==> config.mk <==
export PLATFORM = sky130hd
export DESIGN_NAME = split_array_mul
export DESIGN_NICKNAME = d
export VERILOG_FILES = /design/src/rtl/sam_pkg.sv /design/src/rtl/sam_cell.sv /design/src/rtl/sam_row.sv /design/src/rtl/sam_cpa.sv /design/src/rtl/split_array_mul.sv
export SDC_FILE = /design/constraint.sdc
export NUM_CORES = 1
export LEC_CHECK = 0
export CAP_MARGIN = 10
export CORE_ASPECT_RATIO = 0.9
export CORE_MARGIN = 2
export CORE_UTILIZATION = 25
export CTS_BUF_LIST = sky130_fd_sc_hd__clkbuf_8
export CTS_CLUSTER_DIAMETER = 50
export DETAILED_ROUTE_END_ITERATION = 10
export DONT_BUFFER_PORTS = 1
export PLACE_DENSITY = 0.36
export SLEW_MARGIN = 0
export SYNTH_ARGS = -nofsm -noshare
export SYNTH_HDL_FRONTEND = slang
export SYNTH_SLANG_ARGS = --single-unit
==> constraint.sdc <==
create_clock -name clk_i -period 0.8 [get_ports clk_i]
set_input_delay 0.04 -clock clk_i [delete_from_list [all_inputs] [get_ports clk_i]]
set_output_delay 0.04 -clock clk_i [all_outputs]
set_load 0.005 [all_outputs]
==> src/rtl/sam_pkg.sv <==
package sam_pkg;

  typedef struct packed {
    logic s;
    logic c;
  } fa_t;

  function automatic fa_t full_add(input logic x, input logic y, input logic z);
    fa_t r;
    r.s = x ^ y ^ z;
    r.c = (x & y) | (x & z) | (y & z);
    return r;
  endfunction

endpackage

==> src/rtl/sam_cell.sv <==
module sam_cell
  import sam_pkg::*;
(
  input  logic a_i,
  input  logic b_i,
  input  logic v_i,
  input  logic h_i,
  input  logic sum_i,
  input  logic car_i,
  output logic sum_o,
  output logic car_o
);

  logic en;
  logic pp;
  fa_t  res;

  // cell participates only when its column and row controls differ
  assign en  = v_i ^ h_i;
  assign pp  = a_i & b_i & en;
  assign res = full_add(pp, sum_i, car_i);

  assign sum_o = res.s;
  assign car_o = res.c;

endmodule

==> src/rtl/sam_row.sv <==
module sam_row #(
  parameter int unsigned W = 8,
  parameter int unsigned J = 0
) (
  input  logic [W-1:0]   a_i,
  input  logic           b_bit_i,
  input  logic [W-1:0]   v_i,
  input  logic           h_bit_i,
  input  logic [2*W-1:0] sum_i,
  input  logic [2*W-1:0] car_i,
  output logic [2*W-1:0] sum_o,
  output logic [2*W-1:0] car_o
);

  localparam int unsigned PW = 2 * W;

  logic [W-1:0] cc;

  for (genvar k = 0; k < PW; k++) begin : g_col
    if (k >= J && k < J + W) begin : g_cell
      sam_cell i_cell (
        .a_i   (a_i[k-J]),
        .b_i   (b_bit_i),
        .v_i   (v_i[k-J]),
        .h_i   (h_bit_i),
        .sum_i (sum_i[k]),
        .car_i (car_i[k]),
        .sum_o (sum_o[k]),
        .car_o (cc[k-J])
      );
    end else begin : g_pass
      assign sum_o[k] = sum_i[k];
    end

    if (k == J) begin : g_c_low
      assign car_o[k] = 1'b0;
    end else if (k > J && k < J + W) begin : g_c_cell
      assign car_o[k] = cc[k-J-1];
    end else if (k == J + W) begin : g_c_top
      // incoming slot at this weight is empty: earlier rows never reach it
      assign car_o[k] = cc[W-1] | car_i[k];
    end else begin : g_c_pass
      assign car_o[k] = car_i[k];
    end
  end

endmodule

==> src/rtl/sam_cpa.sv <==
module sam_cpa #(
  parameter int unsigned PW = 16
) (
  input  logic [PW-1:0] x_i,
  input  logic [PW-1:0] y_i,
  output logic [PW-1:0] sum_o
);

  logic c;

  always_comb begin
    c = 1'b0;
    for (int k = 0; k < PW; k++) begin
      sum_o[k] = x_i[k] ^ y_i[k] ^ c;
      c        = (x_i[k] & y_i[k]) | (c & (x_i[k] ^ y_i[k]));
    end
  end

endmodule

==> src/rtl/split_array_mul.sv <==
module split_array_mul #(
  parameter int unsigned WIDTH_P = 8
) (
  input  logic                   clk_i,
  input  logic                   rst_ni,
  input  logic [WIDTH_P-1:0]     a_i,
  input  logic [WIDTH_P-1:0]     b_i,
  input  logic [WIDTH_P-1:0]     v_i,
  input  logic [WIDTH_P-1:0]     h_i,
  output logic [2*WIDTH_P-1:0]   prod_o
);

  localparam int unsigned PW = 2 * WIDTH_P;

  logic [PW-1:0] row_s [WIDTH_P+1];
  logic [PW-1:0] row_c [WIDTH_P+1];
  logic [PW-1:0] prod_d;

  assign row_s[0] = '0;
  assign row_c[0] = '0;

  for (genvar j = 0; j < WIDTH_P; j++) begin : g_row
    sam_row #(
      .W (WIDTH_P),
      .J (j)
    ) i_row (
      .a_i     (a_i),
      .b_bit_i (b_i[j]),
      .v_i     (v_i),
      .h_bit_i (h_i[j]),
      .sum_i   (row_s[j]),
      .car_i   (row_c[j]),
      .sum_o   (row_s[j+1]),
      .car_o   (row_c[j+1])
    );
  end

  sam_cpa #(
    .PW (PW)
  ) i_cpa (
    .x_i   (row_s[WIDTH_P]),
    .y_i   (row_c[WIDTH_P]),
    .sum_o (prod_d)
  );

  always_ff @(posedge clk_i or negedge rst_ni) begin
    if (!rst_ni) prod_o <= '0;
    else         prod_o <= prod_d;
  end

endmodule

==> flow_summary.html, run 1 <==
<table>
<tr><th>Metric</th><th>Value</th></tr>
<tr><th colspan="2">Logic synthesis</th></tr>
<tr><td>Simple-gate share of the synthesized area</td><td>14.3%</td></tr>
<tr><td>Gate count after technology mapping</td><td>239</td></tr>
<tr><td>Number of enable-type register cells in the synthesized netlist</td><td>0</td></tr>
<tr><td>Fraction of registers with async set/reset</td><td>100%</td></tr>
<tr><td>Cell type with the highest aggregate area in the netlist</td><td>fa_1</td></tr>
<tr><td>Post-synthesis share of cell area spent on xor and xnor gates</td><td>21.0%</td></tr>
<tr><td>Synthesized area divided by synthesized cell count</td><td>11.2 um2</td></tr>
<tr><td>Adder-cell share of the synthesized area</td><td>39.8%</td></tr>
<tr><td>Predominant post-synthesis flop cell</td><td>dfrtp_1</td></tr>
<tr><td>Largest cells by area after synthesis</td><td>fa_1 (36%), xor2_1 (21%), dfrtp_1 (15%)</td></tr>
<tr><td>Library cells used by synthesis</td><td>9</td></tr>
<tr><td>Post-synthesis compound-gate area fraction</td><td>0%</td></tr>
<tr><td>Post-synth design cell area</td><td>2670 um2</td></tr>
<tr><td>Register area share after synthesis</td><td>15.0%</td></tr>
<tr><td>List of most frequent post-synthesis cells</td><td>xor2_1 (64), and3_1 (48), fa_1 (48), inv_1 (23)</td></tr>
<tr><td>Total of warnings raised by yosys</td><td>0</td></tr>
<tr><td>Area share of the largest cell type after synthesis</td><td>36.1%</td></tr>
<tr><td>Post-synthesis sequential element count</td><td>16</td></tr>
<tr><td>Multiplexer share of the synthesized area</td><td>0%</td></tr>
<tr><td>Largest family of logic cells by synthesized area</td><td>adder cells</td></tr>
<tr><td>Number of nets produced by synthesis</td><td>329</td></tr>
<tr><td>Dominant cell by count in the synthesized netlist</td><td>xor2_1</td></tr>
<tr><th colspan="2">Critical path</th></tr>
<tr><td>Stage delay of the slowest cell on the critical path</td><td>540 ps</td></tr>
<tr><td>Max FO, Critical Path</td><td>8</td></tr>
<tr><td>Type of the worst setup path</td><td>in -&gt; reg</td></tr>
<tr><td>Type of element capturing the critical path</td><td>flop</td></tr>
<tr><td>Worst path top cell family by delay</td><td>adder cells</td></tr>
<tr><td>Critical Path Most Common Cell</td><td>fa_2</td></tr>
<tr><td>Critical path startpoint category</td><td>input port</td></tr>
<tr><td>Required time at the endpoint of the critical path</td><td>920 ps</td></tr>
<tr><td>Ordered cell list for the critical path</td><td>xor2_2 &gt; and3_1 &gt; ha_1 &gt; inv_2 &gt; fa_2 &gt; inv_2 &gt; fa_2 &gt; fa_2 &gt; fa_2 &gt; fa_1 &gt; fa_1 &gt; ha_2 &gt; fa_2 &gt; fa_2 &gt; fa_2 &gt; fa_2 &gt; fa_2 &gt; fa_1</td></tr>
<tr><td>Buffer and inverter count on the worst path</td><td>2</td></tr>
<tr><td>Critical path depth in cells</td><td>18</td></tr>
<tr><td>WP data arrival</td><td>5900 ps</td></tr>
<tr><td>Worst path slowest cell</td><td>fa_2</td></tr>
<tr><th colspan="2">Floorplanning</th></tr>
<tr><td>Y dimension of the die</td><td>102 um</td></tr>
<tr><td>Die span in x</td><td>113 um</td></tr>
<tr><td>Starting Density</td><td>25.9%</td></tr>
<tr><td>Std cell rows</td><td>35</td></tr>
<tr><td>Top Ports</td><td>50</td></tr>
<tr><td>Placeable core area</td><td>10300 um2</td></tr>
<tr><td>Die area</td><td>11500 um2</td></tr>
<tr><th colspan="2">Global route</th></tr>
<tr><td>Initial antenna violation count</td><td>0</td></tr>
<tr><td>Pin count of the biggest net entering global routing</td><td>17</td></tr>
<tr><td>Wire length of the first global-routing pass</td><td>9.67 mm</td></tr>
<tr><td>Overall track demand over capacity in global routing</td><td>10.8%</td></tr>
<tr><td>Number of global-route vias before repair</td><td>1800</td></tr>
<tr><td>Sum of overflow across all layers after global routing</td><td>0</td></tr>
<tr><th colspan="2">Timing</th></tr>
<tr><td>Worst-margin pin slew</td><td>761 ps</td></tr>
<tr><td>Top achievable clock speed</td><td>173 MHz</td></tr>
<tr><td>Final count of hold timing violations</td><td>16</td></tr>
<tr><td>Hold slack</td><td>-76.9 ps</td></tr>
<tr><td>Post-route minimum period</td><td>5770 ps</td></tr>
<tr><td># setup viols final</td><td>14</td></tr>
<tr><td>Final period utilization</td><td>722%</td></tr>
<tr><td>Remaining max-slew budget at the tightest pin</td><td>49.2%</td></tr>
<tr><td>Max-slew violation count</td><td>0</td></tr>
<tr><td>Final worst slack</td><td>-4970 ps</td></tr>
<tr><td>Unrepaired setup endpoints after global routing</td><td>yes</td></tr>
<tr><th colspan="2">Layout</th></tr>
<tr><td>Registers with the most flip-flops</td><td>prod_o: 16 flops</td></tr>
<tr><td>Largest register FFs</td><td>16</td></tr>
<tr><td>Layout cells sized above 1</td><td>14.3%</td></tr>
<tr><td>Diodes inserted</td><td>0</td></tr>
<tr><td>Count of filler cells inserted in the layout</td><td>1089</td></tr>
<tr><td>Final instance area</td><td>2810 um2</td></tr>
<tr><td>Area overhead of the layout relative to synthesis</td><td>5.54%</td></tr>
<tr><td>Reg with most FFs</td><td>prod_o</td></tr>
<tr><td>Net count of the finished layout</td><td>321</td></tr>
<tr><th colspan="2">Drt</th></tr>
<tr><td>Met2 wire len</td><td>2.81 mm</td></tr>
<tr><td>Number of DRC violations after detailed routing</td><td>0</td></tr>
<tr><td>Highest Signal Layer</td><td>met4</td></tr>
<tr><td>Total number of vias</td><td>1526</td></tr>
<tr><td>Met3 WL post-DR</td><td>348 um</td></tr>
<tr><td>Number of detailed-route iterations in the first pass</td><td>3</td></tr>
<tr><td>Met1 Wirelength</td><td>2.58 mm</td></tr>
<tr><td>DRC violation total after the first TritonRoute iteration</td><td>22</td></tr>
<tr><td>Drt via density</td><td>4.25</td></tr>
<tr><td>Antenna violation net count after detailed routing</td><td>0</td></tr>
<tr><td>Detail-routed net length per standard cell</td><td>16.1 um</td></tr>
<tr><td>Total wirelength of the detailed-routed design</td><td>5.77 mm</td></tr>
<tr><th colspan="2">Clock tree</th></tr>
<tr><td>Number of clock sinks</td><td>16</td></tr>
<tr><td>Clk pin slew, worst setup/hold paths</td><td>70 ps</td></tr>
<tr><td>Number of buffers created by CTS</td><td>3</td></tr>
<tr><td>Number of H-tree levels</td><td>1</td></tr>
<tr><td>Clock tree from TritonCTS</td><td>done</td></tr>
<tr><td>Root cell of the clock tree</td><td>clkbuf_8</td></tr>
<tr><td>Clock buffer depth</td><td>2</td></tr>
<tr><th colspan="2">Flow run</th></tr>
<tr><td>Max capacitance violation total</td><td>0</td></tr>
<tr><th colspan="2">Placement</th></tr>
<tr><td>GPL Wtd Cong</td><td>0.682</td></tr>
<tr><td>Sum of net half-perimeters after detailed placement</td><td>5.13 mm</td></tr>
<tr><td>Post-place instance area</td><td>2690 um2</td></tr>
<tr><td>Worst-case setup slack after placement</td><td>-5250 ps</td></tr>
<tr><td>Count of buffers inserted at the top-level ports</td><td>0</td></tr>
<tr><th colspan="2">Power</th></tr>
<tr><td>Worst VDD drop</td><td>0.529 mV</td></tr>
<tr><td>Static leakage power</td><td>1.41 nW</td></tr>
<tr><td>Pwr Total</td><td>3.65 mW</td></tr>
<tr><td>Power per Cell Area</td><td>1300 nW/um2</td></tr>
<tr><th colspan="2">Outcome</th></tr>
<tr><td>Failing checks</td><td>negative hold slack, negative setup slack</td></tr>
<tr><td>Run status</td><td>complete, but fails checks</td></tr>
<tr><th colspan="2">Min path</th></tr>
<tr><td>Type of the tightest min-delay check</td><td>in -&gt; async</td></tr>
</table>
==> what timing repair did <==
item                                    4_1_cts  5_1_grt
endpoints found under the setup margin       14       30
gates resized for setup                       6        7
hold buffers                                  3        0
buffers inserted                              0        0
hold endpoints to repair                     17        0
pin swaps                                     3        7
==> logic make-up (layout without fill, tap and decap cells) <==
kind of cell               count (synthesis)  in the layout
xor gates and xnor gates                  64             64
adders and majority gates                 56             56
buffers and inverters                     39             30
DFF                                       16             16
and+or+nand+nor                           64             64
==> stage by stage <==
stage / TNS, ps / instances / utilization, % / hold slack (ps)
after floorplan: -45090 / 239 / - / -256
after global placement: -45160 / 352 / 26.1 / -255
after detailed placement: -45390 / 352 / 26.1 / -255
after CTS: -42170 / 359 / 27.1 / 32.3
after global routing: -42770 / 359 / 27.3 / 0.379
final: -41700 / 359 / 27.3 / -76.9
==> final timing paths <==
path                       startpoint    endpoint  slack (ps)
worst min-delay path           rst_ni   prod_o[7]         -80
min in group clk_i             v_i[0]   prod_o[0]          50
max in group asynchronous      rst_ni  prod_o[11]         400
worst max-delay path           v_i[6]  prod_o[14]       -4970
==> report_power, final <==
part	total [mW]	switching [mW]	internal, mW
sequential	1.24	0.143	1.09
combinational	1.69	0.832	0.856
clock	0.729	0.292	0.437
total	3.65	1.27	2.39
==> placed cells by master (no fill, tap or decap) <==
cell type | netlist | final
clkbuf_8 | 0 | 4
xor2_1 | 64 | 62
inv_1 | 23 | 15
ha_1 | 8 | 6
nand3_1 | 16 | 16
ha_2 | 0 | 1
inv_2 | 0 | 8
dlymetal6s4s_1 | 0 | 1
dlygate4sd3_1 | 0 | 2
dfrtp_1 | 16 | 16
and3_4 | 0 | 1
xor2_2 | 0 | 2
ha_4 | 0 | 1
fa_2 | 0 | 16
fa_1 | 48 | 32
and3_1 | 48 | 47
==> layer usage <==
| layer | vias to the layer above | GRT usage (%) |
|---|---|---|
| li1 | 729 | - |
| met1 | 760 | 13.8 |
| met2 | 35 | 18.1 |
| met5 | - | 0 |
| met4 | 0 | 2.25 |
| met3 | 2 | 3.20 |
==> area by class of cell <==
class / instances / area, um2 / share of cell area (%)
Clock buffer: 4 / 55.1 / 1.96
Tap cell: 129 / 161 / 5.74
Multi-Input combinational cell: 184 / 2080 / 73.8
Timing Repair Buffer: 3 / 32.5 / 1.16
Inverter: 23 / 86.3 / 3.07
Sequential cell: 16 / 400 / 14.2
No activity file was read; power rests on OpenSTA's default activity.
==> run 2: changes to the inputs <==
--- a/config.mk
+++ b/config.mk
@@ -5,15 +5,14 @@
 export SDC_FILE = /design/constraint.sdc
 export NUM_CORES = 1
 export LEC_CHECK = 0
+export BUFFER_PORTS_ARGS = -buffer_cell sky130_fd_sc_hd__buf_2
 export CAP_MARGIN = 10
 export CORE_ASPECT_RATIO = 0.9
-export CORE_MARGIN = 2
 export CORE_UTILIZATION = 25
 export CTS_BUF_LIST = sky130_fd_sc_hd__clkbuf_8
 export CTS_CLUSTER_DIAMETER = 50
 export DETAILED_ROUTE_END_ITERATION = 10
-export DONT_BUFFER_PORTS = 1
-export PLACE_DENSITY = 0.36
+export PLACE_DENSITY_LB_ADDON = 0.08
 export SLEW_MARGIN = 0
 export SYNTH_ARGS = -nofsm -noshare
 export SYNTH_HDL_FRONTEND = slang
==> flow_summary.html, run 2 (synthesized netlist as in run 1, its figures left out) <==
<table>
<tr><th>Metric</th><th>Value</th></tr>
<tr><th colspan="2">Timing</th></tr>
<tr><td>Max-slew violation count</td><td>0 (unchanged)</td></tr>
<tr><td>Remaining max-slew budget at the tightest pin</td><td>75.1% (+26 points)</td></tr>
<tr><td>Aggregate negative setup slack</td><td>-43600 ps (-1900 ps)</td></tr>
<tr><td>Worst-margin pin slew</td><td>373 ps (-388 ps)</td></tr>
<tr><td>Final worst slack</td><td>-5050 ps (-75.4 ps)</td></tr>
<tr><td>Final period utilization</td><td>731% (+9.4 points)</td></tr>
<tr><td>Top achievable clock speed</td><td>171 MHz (-1.3%)</td></tr>
<tr><td># setup viols final</td><td>15 (+1)</td></tr>
<tr><td>Final count of hold timing violations</td><td>0 (-16)</td></tr>
<tr><td>Unrepaired setup endpoints after global routing</td><td>yes</td></tr>
<tr><td>Post-route minimum period</td><td>5850 ps (+75.4 ps)</td></tr>
<tr><th colspan="2">Global route</th></tr>
<tr><td>Wire length of the first global-routing pass</td><td>10.4 mm (+7.9%)</td></tr>
<tr><td>Overall track demand over capacity in global routing</td><td>11.9% (+1.1 points)</td></tr>
<tr><td>Number of global-route vias before repair</td><td>2077 (+15%)</td></tr>
<tr><td>Sum of overflow across all layers after global routing</td><td>0 (unchanged)</td></tr>
<tr><td>Pin count of the biggest net entering global routing</td><td>17 (unchanged)</td></tr>
<tr><td>Initial antenna violation count</td><td>0 (unchanged)</td></tr>
<tr><th colspan="2">Floorplanning</th></tr>
<tr><td>Y dimension of the die</td><td>100 um (-2.0%)</td></tr>
<tr><td>Placeable core area</td><td>10300 um2 (unchanged)</td></tr>
<tr><td>Die span in x</td><td>111 um (-1.8%)</td></tr>
<tr><td>Starting Density</td><td>25.9% (unchanged)</td></tr>
<tr><td>Top Ports</td><td>50 (unchanged)</td></tr>
<tr><td>Die area</td><td>11100 um2 (-3.7%)</td></tr>
<tr><td>Std cell rows</td><td>35 (unchanged)</td></tr>
<tr><th colspan="2">Layout</th></tr>
<tr><td>Reg with most FFs</td><td>prod_o</td></tr>
<tr><td>Net count of the finished layout</td><td>425 (+32%)</td></tr>
<tr><td>Leading cell type in the layout, fill and taps excluded</td><td>xor2_1</td></tr>
<tr><td>Final core occ</td><td>35.0% (+7.7 points)</td></tr>
<tr><td>Combined flip-flop and latch cell area</td><td>400 um2 (unchanged)</td></tr>
<tr><td>Diodes inserted</td><td>0 (unchanged)</td></tr>
<tr><td>Count of filler cells inserted in the layout</td><td>1072 (-1.6%)</td></tr>
<tr><td>Final instance area</td><td>3600 um2 (+28%)</td></tr>
<tr><td>Area of combinational cells with multiple inputs</td><td>2130 um2 (+2.7%)</td></tr>
<tr><td>Layout cells sized above 1</td><td>44.0% (+30 points)</td></tr>
<tr><td>Registers with the most flip-flops</td><td>prod_o: 16 flops</td></tr>
<tr><td>Largest register FFs</td><td>16 (unchanged)</td></tr>
<tr><td>Area overhead of the layout relative to synthesis</td><td>35.1%</td></tr>
<tr><td>Count of non-filler cells in the finished layout</td><td>463 (+29%)</td></tr>
<tr><td>Most used cells in the layout excluding fill and tap cells</td><td>xor2_1 (64), buf_4 (50), and3_1 (45)</td></tr>
<tr><th colspan="2">Critical path</th></tr>
<tr><td>Ordered cell list for the critical path</td><td>buf_6 &gt; xor2_1 &gt; and3_1 &gt; ha_4 &gt; inv_2 &gt; fa_1 &gt; inv_2 &gt; fa_2 &gt; fa_2 &gt; fa_2 &gt; fa_1 &gt; fa_1 &gt; ha_2 &gt; fa_2 &gt; fa_2 &gt; fa_2 &gt; fa_2 &gt; fa_2 &gt; fa_2</td></tr>
<tr><td>Worst path slowest cell</td><td>fa_2</td></tr>
<tr><td>Critical Path Most Common Cell</td><td>fa_2</td></tr>
<tr><td>Stage delay of the slowest cell on the critical path</td><td>540 ps (about the same)</td></tr>
<tr><td>Required time at the endpoint of the critical path</td><td>990 ps (+70 ps)</td></tr>
<tr><td>Type of the worst setup path</td><td>in -&gt; reg</td></tr>
<tr><td>Critical path startpoint category</td><td>input port</td></tr>
<tr><td>WP data arrival</td><td>6040 ps (+140 ps)</td></tr>
<tr><td>Source of the critical timing path</td><td>v_i[6]</td></tr>
<tr><td>Type of element capturing the critical path</td><td>flop</td></tr>
<tr><td>Max FO, Critical Path</td><td>2 (-6)</td></tr>
<tr><th colspan="2">Drt</th></tr>
<tr><td>Number of DRC violations after detailed routing</td><td>0 (unchanged)</td></tr>
<tr><td>Total wirelength of the detailed-routed design</td><td>6.11 mm (+5.9%)</td></tr>
<tr><td>Drt via density</td><td>4.10 (-3.5%)</td></tr>
<tr><td>DRC violation total after the first TritonRoute iteration</td><td>19 (-14%)</td></tr>
<tr><td>Total number of vias</td><td>1900 (+25%)</td></tr>
<tr><td>Number of detailed-route iterations in the first pass</td><td>4 (+1)</td></tr>
<tr><td>Detail-routed net length per standard cell</td><td>13.2 um (-18%)</td></tr>
<tr><td>Antenna violation net count after detailed routing</td><td>0 (unchanged)</td></tr>
<tr><th colspan="2">Placement</th></tr>
<tr><td>Count of buffers inserted at the top-level ports</td><td>49 (+49)</td></tr>
<tr><td>GPL Wtd Cong</td><td>0.726 (+6.5%)</td></tr>
<tr><td>Post-place instance area</td><td>3370 um2 (+25%)</td></tr>
<tr><td>Sum of net half-perimeters after detailed placement</td><td>5.68 mm (+11%)</td></tr>
<tr><td>Inst Count DP</td><td>456 (+30%)</td></tr>
<tr><th colspan="2">Flow run</th></tr>
<tr><td>Max capacitance violation total</td><td>0 (unchanged)</td></tr>
<tr><th colspan="2">Clock tree</th></tr>
<tr><td>Clock buffer depth</td><td>2 (unchanged)</td></tr>
<tr><td>Clock tree from TritonCTS</td><td>done</td></tr>
<tr><td>Number of H-tree levels</td><td>1 (unchanged)</td></tr>
<tr><td>Number of buffers created by CTS</td><td>3 (unchanged)</td></tr>
<tr><td>Root cell of the clock tree</td><td>clkbuf_8</td></tr>
<tr><td>Number of clock sinks</td><td>16 (unchanged)</td></tr>
<tr><td>Clk pin slew, worst setup/hold paths</td><td>70 ps (about the same)</td></tr>
<tr><th colspan="2">Outcome</th></tr>
<tr><td>Run status</td><td>complete, but fails checks</td></tr>
<tr><td>Failing checks</td><td>negative setup slack</td></tr>
<tr><th colspan="2">Power</th></tr>
<tr><td>Power per Cell Area</td><td>1220 nW/um2 (-5.8%)</td></tr>
<tr><td>Worst VDD drop</td><td>0.715 mV (+35%)</td></tr>
<tr><td>Static leakage power</td><td>1.88 nW (+33%)</td></tr>
<tr><td>Pwr Total</td><td>4.41 mW (+21%)</td></tr>
<tr><th colspan="2">Min path</th></tr>
<tr><td>Type of the tightest min-delay check</td><td>in -&gt; reg</td></tr>
<tr><td>Count of cells along the worst hold path</td><td>2</td></tr>
<tr><td>Worst hold path startpoint</td><td>a_i[0]</td></tr>
<tr><td>Hold Path End</td><td>prod_o[0]</td></tr>
</table>
-- run 2: cell types whose count changed in the layout (fill, tap and decap cells not counted), sizes merged --
cell / previous run / this run
buf: 0 / 106
dlygate4sd3: 2 / 1
dlymetal6s4s: 1 / 0
-- run 2: worst max path at each step --
stage	slack, ps	cells past startpoint	to
2_1_floorplan	-5170	19	prod_o[14]
6_report	-5050	19	prod_o[14]
3_5_place_dp	-5360	19	prod_o[14]
3_3_place_gp	-5340	19	prod_o[14]
5_1_grt	-5210	19	prod_o[14]
4_1_cts	-5090	19	prod_o[14]
-- run 2: power by group --
part,switching (mW),leakage [nW],internal (mW)
registers,0.0485,0.199,1.09
clock network,0.303,0.0288,0.437
logic,1.24,1.65,1.29
total,1.59,1.88,2.82
-- run 2: metrics by stage --
stage                     hold WS [ps]  setup WS (ps)
after global routing               107          -5210
final                             95.3          -5050
after global placement           -17.3          -5340
after floorplan                   -256          -5170
after detailed placement         -8.30          -5360
after CTS                         93.2          -5090
-- run 2: what timing repair did --
| action | 4_1_cts | 5_1_grt |
|---|---|---|
| gates cloned | 0 | 0 |
| setup buffers | 2 | 0 |
| hold buffers | 1 | 0 |
| hold endpoints to repair | 16 | 0 |
| resized for setup | 28 | 9 |
| pin swaps | 11 | 13 |
| endpoints found under the setup margin | 15 | 24 |
-- run 2: area by class of cell --
cell class / count / area share (%)
Multi-Input combinational cell: 184 / 59.2
Sequential cell: 16 / 11.1
Tap cell: 129 / 4.48
Timing Repair Buffer: 107 / 21.3
Clock buffer: 4 / 1.53
Inverter: 23 / 2.40
-- run 2: metal layers --
metal	vias to the layer above	track usage (%)	share of wire, %
met1	921	16.9	49
met3	2	1.81	3.5
met5	-	0	0
li1	942	-	-
met4	0	2.77	0.74
met2	35	19.1	47
-- run 2: critical path, delay by kind of cell --
family                     cells  cell delay (ps)
adders and majority gates     14             5470
buffers and inverters          3              170
and+or+nand+nor                1              210
xor gates and xnor gates       1              150
